### src/rtl/serAddPkg.sv
package serAddPkg;
  typedef struct packed {
    logic load;      // capture operands, clear sum and state
    logic advance;   // absorb one operand bit pair
    logic shiftSum;  // take the state's sum bit into the result
  } serAddStrobes_t;

  typedef enum logic [1:0] {
    C0S0 = 2'b00,
    C0S1 = 2'b01,
    C1S0 = 2'b10,
    C1S1 = 2'b11
  } adderState_t;
endpackage

### src/rtl/serAddCtrl.sv
module serAddCtrl
  import serAddPkg::*;
#(
  parameter int WIDTH = 8
) (
  input  logic           clk,
  input  logic           reset,
  output serAddStrobes_t strobes,
  output logic           done
);
  localparam int CNT_W = $clog2(WIDTH + 2);
  localparam logic [CNT_W-1:0] START = CNT_W'(WIDTH + 1);

  logic [CNT_W-1:0] stepCnt;
  logic active;

  assign active = (stepCnt != '0);

  always_ff @(posedge clk) begin
    if (reset) stepCnt <= START;
    else if (active) stepCnt <= stepCnt - 1'b1;
  end

  always_comb begin
    strobes.load     = reset;
    strobes.advance  = !reset && (stepCnt > CNT_W'(1));
    strobes.shiftSum = !reset && active && (stepCnt != START);
  end

  assign done = !active;
endmodule

### src/rtl/serAddData.sv
module serAddData
  import serAddPkg::*;
#(
  parameter int WIDTH = 8
) (
  input  logic             clk,
  input  serAddStrobes_t   strobes,
  input  logic [WIDTH-1:0] opA,
  input  logic [WIDTH-1:0] opB,
  output logic             bitA,
  output logic             bitB,
  input  logic             sumBit,
  output logic [WIDTH-1:0] sum
);
  logic [WIDTH-1:0] regA, regB;

  always_ff @(posedge clk) begin
    if (strobes.load) begin
      regA <= opA;
      regB <= opB;
    end else if (strobes.advance) begin
      regA <= {1'b0, regA[WIDTH-1:1]};
      regB <= {1'b0, regB[WIDTH-1:1]};
    end
  end

  always_ff @(posedge clk) begin
    if (strobes.load) sum <= '0;
    else if (strobes.shiftSum) sum <= {sumBit, sum[WIDTH-1:1]};
  end

  assign bitA = regA[0];
  assign bitB = regB[0];
endmodule

### src/rtl/serAddFsm.sv
module serAddFsm
  import serAddPkg::*;
(
  input  logic           clk,
  input  serAddStrobes_t strobes,
  input  logic           bitA,
  input  logic           bitB,
  output logic           sumBit,
  output logic           carry
);
  adderState_t state, nextState;
  logic [1:0] pairTotal;

  always_comb begin
    pairTotal = {1'b0, bitA} + {1'b0, bitB} + {1'b0, state[1]};
    unique case (pairTotal)
      2'd0:    nextState = C0S0;
      2'd1:    nextState = C0S1;
      2'd2:    nextState = C1S0;
      default: nextState = C1S1;
    endcase
  end

  always_ff @(posedge clk) begin
    if (strobes.load) state <= C0S0;
    else if (strobes.advance) state <= nextState;
  end

  assign sumBit = state[0];
  assign carry  = state[1];
endmodule

### src/rtl/serialAdderMoore.sv
module serialAdderMoore
  import serAddPkg::*;
#(
  parameter int WIDTH = 8
) (
  input  logic             clk,
  input  logic             reset,
  input  logic [WIDTH-1:0] opA,
  input  logic [WIDTH-1:0] opB,
  output logic [WIDTH-1:0] sum,
  output logic             carryOut,
  output logic             done
);
  serAddStrobes_t strobes;
  logic bitA, bitB, sumBit;

  serAddCtrl #(.WIDTH(WIDTH)) uCtrl (
    .clk(clk), .reset(reset), .strobes(strobes), .done(done)
  );

  serAddData #(.WIDTH(WIDTH)) uData (
    .clk(clk), .strobes(strobes), .opA(opA), .opB(opB),
    .bitA(bitA), .bitB(bitB), .sumBit(sumBit), .sum(sum)
  );

  serAddFsm uFsm (
    .clk(clk), .strobes(strobes), .bitA(bitA), .bitB(bitB),
    .sumBit(sumBit), .carry(carryOut)
  );
endmodule

### config.mk
export PLATFORM = sky130hd
export DESIGN_NAME = serialAdderMoore
export DESIGN_NICKNAME = d
export VERILOG_FILES = /design/src/rtl/serAddPkg.sv /design/src/rtl/serAddCtrl.sv /design/src/rtl/serAddData.sv /design/src/rtl/serAddFsm.sv /design/src/rtl/serialAdderMoore.sv
export SDC_FILE = /design/constraint.sdc
export NUM_CORES = 1
export LEC_CHECK = 0
export ABC_AREA = 1
export BUFFER_PORTS_ARGS = -buffer_cell sky130_fd_sc_hd__clkbuf_2
export CAP_MARGIN = 5
export CORE_UTILIZATION = 48
export CTS_CLUSTER_DIAMETER = 80
export DETAILED_ROUTE_END_ITERATION = 6
export PLACE_DENSITY = 0.74
export SETUP_SLACK_MARGIN = 0.02
export SLEW_MARGIN = 25
export SYNTH_ARGS = -nofsm -noshare
export SYNTH_HDL_FRONTEND = slang
export SYNTH_SLANG_ARGS = --single-unit
### constraint.sdc
create_clock -name clk -period 1.4 [get_ports clk]
set_input_delay 0.14 -clock clk [delete_from_list [all_inputs] [get_ports clk]]
set_output_delay 0.14 -clock clk [all_outputs]
set_load 0.03 [all_outputs]
======== Yosys cells after proc, flatten, opt, wreduce, memory -nomap -nowiden ========
Index checks and enable logic that the tools add are counted.
word-level totals
  register bits after elaboration ......... 30
  bits of input ports ..................... 18
  output and inout bits ................... 10
  logic and storage cells ................. 25
cells by class
  add/subtract/negate cells ............... 3
  $lt $le $gt $ge ......................... 1
  equal/unequal tests ..................... 3
  mux-type cells .......................... 5
  reduce and logical (&&, ||, !) cells .... 8
operator list
  cell                                                 count
  2-to-1 mux 8 bit                                     4
  one-hot mux 2 bit (3 select lines)                   1
  > comparator 4 x 1 -> 1 bit (second input constant)  1
  inequality test 4 bit (second input constant)        1
  nonzero test 4 bit                                   1
  subtractor 4 x 1 -> 4 bit (second input constant)    1
  logical AND 1 bit                                    3
  adder 1 x 1 -> 2 bit                                 1
  adder 2 x 1 -> 2 bit                                 1
  == test 2 x 1 -> 1 bit (second input constant)       1
  == test 2 bit (second input constant)                1
  logical NOT 1 bit                                    2
  logical NOT 2 bit                                    1
  nonzero test 2 bit                                   1

======== Depth between registers and ports, before layout ========
  depth after elaboration ................. 4
  depth in mapped cells ................... 7

======== By module ========
A second synthesis with hierarchy kept.
second synthesis, totals
  cells, all modules ...................... 169
  area total of the unflattened synthesis .. 1461.4 µm²
modules (own cells, without submodules)
  module      instances  cells each  area each (µm²)  sequential area each (µm²)
  serAddData  1          118         1091.0           640.6
  serAddCtrl  1          36          265.3            80.1
  serAddFsm   1          15          105.1            40.0

======== Worst setup path before layout ========
Ideal clock, no wire load.
  path kind ............................... register to register
  from .................................... register uCtrl.stepCnt[0]
  to ...................................... register uData.regA[0], enable pin
  setup time .............................. 0.416 ns
  data arrival time ....................... 1.137 ns
  setup slack ............................. -0.153 ns
  cell stages (with the launch flop) ...... 6
  path buffers ............................ 0
  period minus slack after synthesis ...... 1.553 ns
  cells stage by stage .................... dfxtp_1 -> inv_1 -> ha_1 -> inv_1 -> nand2_1 -> nand3_1
on the way
  longest elaborated chain between the ends .. 3
RTL lines
  element                              RTL line          RTL
  from (decl)                          serAddCtrl.sv:14  logic [CNT_W-1:0] stepCnt;
  from (signal assigned)               serAddCtrl.sv:21  else if (active) stepCnt <= stepCnt - 1'b1;
  > comparator 4 x 1 -> 1 bit          serAddCtrl.sv:26  strobes.advance = !reset && (stepCnt > CNT_W'(1));
  logical AND 1 bit                    serAddCtrl.sv:26
  nonzero test 2 bit (no source line)  n/a
  to (signal assigned)                 serAddData.sv:19  regA <= opA;
  to (signal assigned)                 serAddData.sv:22  regA <= {1'b0, regA[WIDTH-1:1]};
  to (decl)                            serAddData.sv:15  logic [WIDTH-1:0] regA, regB;
No other way between the ends.
A chain may end at the register's enable or synchronous reset.

======== Worst setup path after layout ========
  from .................................... register uCtrl.stepCnt[1]
  to ...................................... output done
on the way
  longest elaborated chain between the ends .. 2
RTL lines
  element             RTL line                RTL
  nonzero test 4 bit  serAddCtrl.sv:17        assign active = (stepCnt != '0);
  logical NOT 1 bit   serAddCtrl.sv:30        assign done = !active;
  to (decl)           serialAdderMoore.sv:12  output logic done
No other way between the ends.

==> flow_metrics.py <==
metrics = {
    "status": {
        "run_status": "finished clean",
    },
    "placement": {
        "hpwl_um": 1700,
        "routabilityCongestion": 0.787,
        "io_buffers": 27,
    },
    "global_route": {
        "grt_overflow": 0,
        "grt_max_degree": 26,
        "initial_antenna_violation_count": 0,
        "grt_pass1_wl_um": 4410,
        "first_global_vias": 1109,
        "gr-usage-all-layers_pct": 18.2,
    },
    "critical_path": {
        "timing_worst_setup_path_type": "flop to output port",
        "cp_max_fo": 5,
        "cp_data_required_time_ns": 1.26,
        "cp-end-kind": "output port",
        "crit_path_start_kind": "flop",
        "register_to_register_setup_slack_ns": 0.10,
        "cp_data_arrival_time_ns": 1.18,
    },
    "logic_synthesis": {
        "netlist_instances": 163,
        "netlist.top_cell.by_area": "sky130_fd_sc_hd__edfxtp_1",
        "syn_nets": 185,
        "yosys.area.top_type_share_pct": 33.9,
        "syn_area_sq_um": 1420,
        "post_synthesis_cell_type_count": 21,
        "synth.area.top_cells": "sky130_fd_sc_hd__edfxtp_1 34%, sky130_fd_sc_hd__dfxtp_1 20%, sky130_fd_sc_hd__nand2_1 17%, sky130_fd_sc_hd__inv_1 5.6%, sky130_fd_sc_hd__nand4_1 4.9%",
        "synthArstFlopShare_pct": 0,
        "synth-seq-area-share_pct": 53.7,
        "synthesis.yosys.warnings": 0,
        "netlist_top_cells_count": "66 x sky130_fd_sc_hd__nand2_1, 21 x sky130_fd_sc_hd__inv_1, 16 x sky130_fd_sc_hd__edfxtp_1",
        "synth_area_per_cell_sq_um": 8.69,
        "postSynthRegisterBits": 30,
        "most_used_standard_cell_by_instance_count_after_synthesis": "sky130_fd_sc_hd__nand2_1",
        "yosys_most_used_dff": "sky130_fd_sc_hd__edfxtp_1",
        "synth_enable_flop_cells": 16,
    },
    "floorplan": {
        "die_w_um": 56.3,
        "die-area_sq_um": 3170,
        "io-pin-count": 28,
        "initial_utilization_pct": 50.9,
        "floorplan.die.height_um": 56.3,
        "num_rows": 19,
        "coreArea_sq_um": 2780,
    },
    "routing": {
        "route.vias.total": 1104,
        "via_per_inst": 4.82,
        "drtPass1Iterations": 4,
        "initialDrtViolationCount": 21,
        "drt_drc_violations_left": 0,
        "wire_per_inst_um": 10.9,
        "wl_um": 2490,
        "remaining_antenna_violation_count": 0,
    },
    "clock_tree": {
        "maximum_buffer_depth_of_the_clock_tree": 2,
        "cts_made_buffers": 5,
        "clkLatencyLatePin_ns": 0.33,
        "cts_tree": "done",
        "htree_num_levels": 2,
        "number_of_sinks_handled_by_clock_tree_synthesis": 30,
        "clkSlewWorstSetupHoldPaths_ns": 0.09,
        "holdBufCountCts": 0,
        "root_buffer": "sky130_fd_sc_hd__clkbuf_4",
    },
    "hold_path": {
        "hp-class": "input pin to flop",
    },
    "pwr": {
        "share_seq_of_total_power_pct": 53.3,
        "power.switching_fraction_pct": 29.8,
        "power.switching_mw": 0.628,
        "pwr_density_cell_nw_per_um2": 1240,
        "vdd_ir_drop_max_v": 0.000962,
        "overall_power_of_the_completed_layout_mw": 2.10,
        "internal_power_mw": 1.48,
        "pwr-share-clk_pct": 25.5,
        "comb_power_share_pct": 21.2,
        "leakagePower_nw": 0.848,
    },
    "finish": {
        "final_core_util_pct": 61.0,
        "num-nets-final": 219,
        "fraction_of_final_layout_cells_sized_beyond_drive_strength_1_pct": 26.8,
        "diodes": 0,
        "fillerInstances": 240,
        "areaGrowthSynthToFinish_pct": 19.8,
    },
    "sta": {
        "post-route-min-period_ns": 1.32,
        "fin_worst_skew_ns": 0.0158,
        "finalHoldViolCount": 0,
        "slew_violations": 0,
        "rsz0062_at_grt": "false",
        "tightestPinTransition_ns": 0.248,
        "maximum_frequency_from_static_timing_analysis_mhz": 756,
        "final_layout_setup_total_negative_slack_ns": 0,
        "min_period_over_period_pct": 94.5,
        "relSlewSlack_pct": 83.5,
        "setup_viol": 0,
    },
    "job": {
        "max_cap_viol_count": 0,
    },
}
-- final timing paths --
path	startpoint	to	cells after the start
worst max-delay path	uCtrl.stepCnt[1]	done	5
worst min register to register	uFsm.state[0]	uData.sum[7]	2
worst max register to register	uCtrl.stepCnt[0]	uData.regA[4]	6
worst min-delay path	opA[7]	uData.regA[7]	3
-- placed cells by master, fill, tap and decap left out, drive strengths merged --
| cell | count |
|---|---|
| nand3 | 6 |
| nor2 | 11 |
| dfxtp | 14 |
| xnor2 | 1 |
| nand4 | 11 |
| fa | 1 |
| clkbuf | 35 |
| buf | 7 |
| ha | 3 |
| nor3 | 1 |
| inv | 22 |
| edfxtp | 16 |
| o21ai | 3 |
| nand2 | 67 |
-- power by group through the flow --
stage / sequential, mW / clock (mW) / combinational [mW]
2_1_floorplan: 1.15 / 0 / 0.270
3_3_place_gp: 1.13 / 0 / 0.399
3_5_place_dp: 1.13 / 0 / 0.412
4_1_cts: 1.12 / 0.554 / 0.431
5_1_grt: 1.13 / 0.577 / 0.493
6_report: 1.12 / 0.536 / 0.445
-- flip-flops by register name, indices dropped and copies added, names as in the netlist --
name           cells
uData.regA         8
uData.regB         8
uData.sum          8
uCtrl.stepCnt      4
uFsm.state         2
-- metrics by stage --
step / hold slack (ns) / setup slack [ns] / area, sq um / std cells
2_1_floorplan: 0.313 / 0.0507 / 1420 / 163
3_3_place_gp: 0.396 / 0.0939 / 1580 / 218
3_5_place_dp: 0.404 / 0.0302 / 1580 / 218
4_1_cts: 0.0505 / 0.0308 / 1670 / 227
5_1_grt: 0.0638 / 0.0184 / 1700 / 229
6_report: 0.0680 / 0.0769 / 1700 / 229
-- cell families (layout without fill, tap and decap cells) --
logic type               after synthesis  after routing  share of synthesized area, %
adder cells (fa/ha/maj)                4              4                          4.06
AO/OA/AOI/OAI                          3              3                          1.33
buffers and inverters                 29             64                          9.98
AND/OR/NAND/NOR                       96             96                          30.3
flip-flops                            30             30                          53.7
XOR/XNOR                               1              1                         0.618
-- metal layers --
layer / GRT usage, % / vias to the layer above / routed length (um)
li1: - / 579 / -
met1: 19.1 / 491 / 1060
met2: 31.6 / 26 / 1240
met3: 6.68 / 8 / 120
met4: 9.41 / 0 / 68
met5: 0 / - / 0
-- final cells by class --
cell class              instances  area, sq um  area share (%)
inverters                      22         92.6            5.46
well taps                      31         38.8            2.29
clock buffers                   8         58.8            3.47
multi-input cells             104          532            31.3
repair buffers                 34          209            12.3
flip-flops and latches         30          766            45.1
-- worst max-delay path: stages (launching register included) --
cell                       delay, ns
sky130_fd_sc_hd__dfxtp_2        0.37
sky130_fd_sc_hd__inv_4          0.06
sky130_fd_sc_hd__ha_4           0.17
sky130_fd_sc_hd__nand2_4        0.08
sky130_fd_sc_hd__inv_4          0.04
sky130_fd_sc_hd__clkbuf_8       0.15
-- what timing repair did --
item / in CTS / in global routing
pin swaps: 0 / 1
setup endpoints to repair: 4 / 11
resized for setup: 9 / 4
buffers inserted: 1 / 2
hold endpoints to repair: 0 / 0
(Power assumes the default switching activity.)
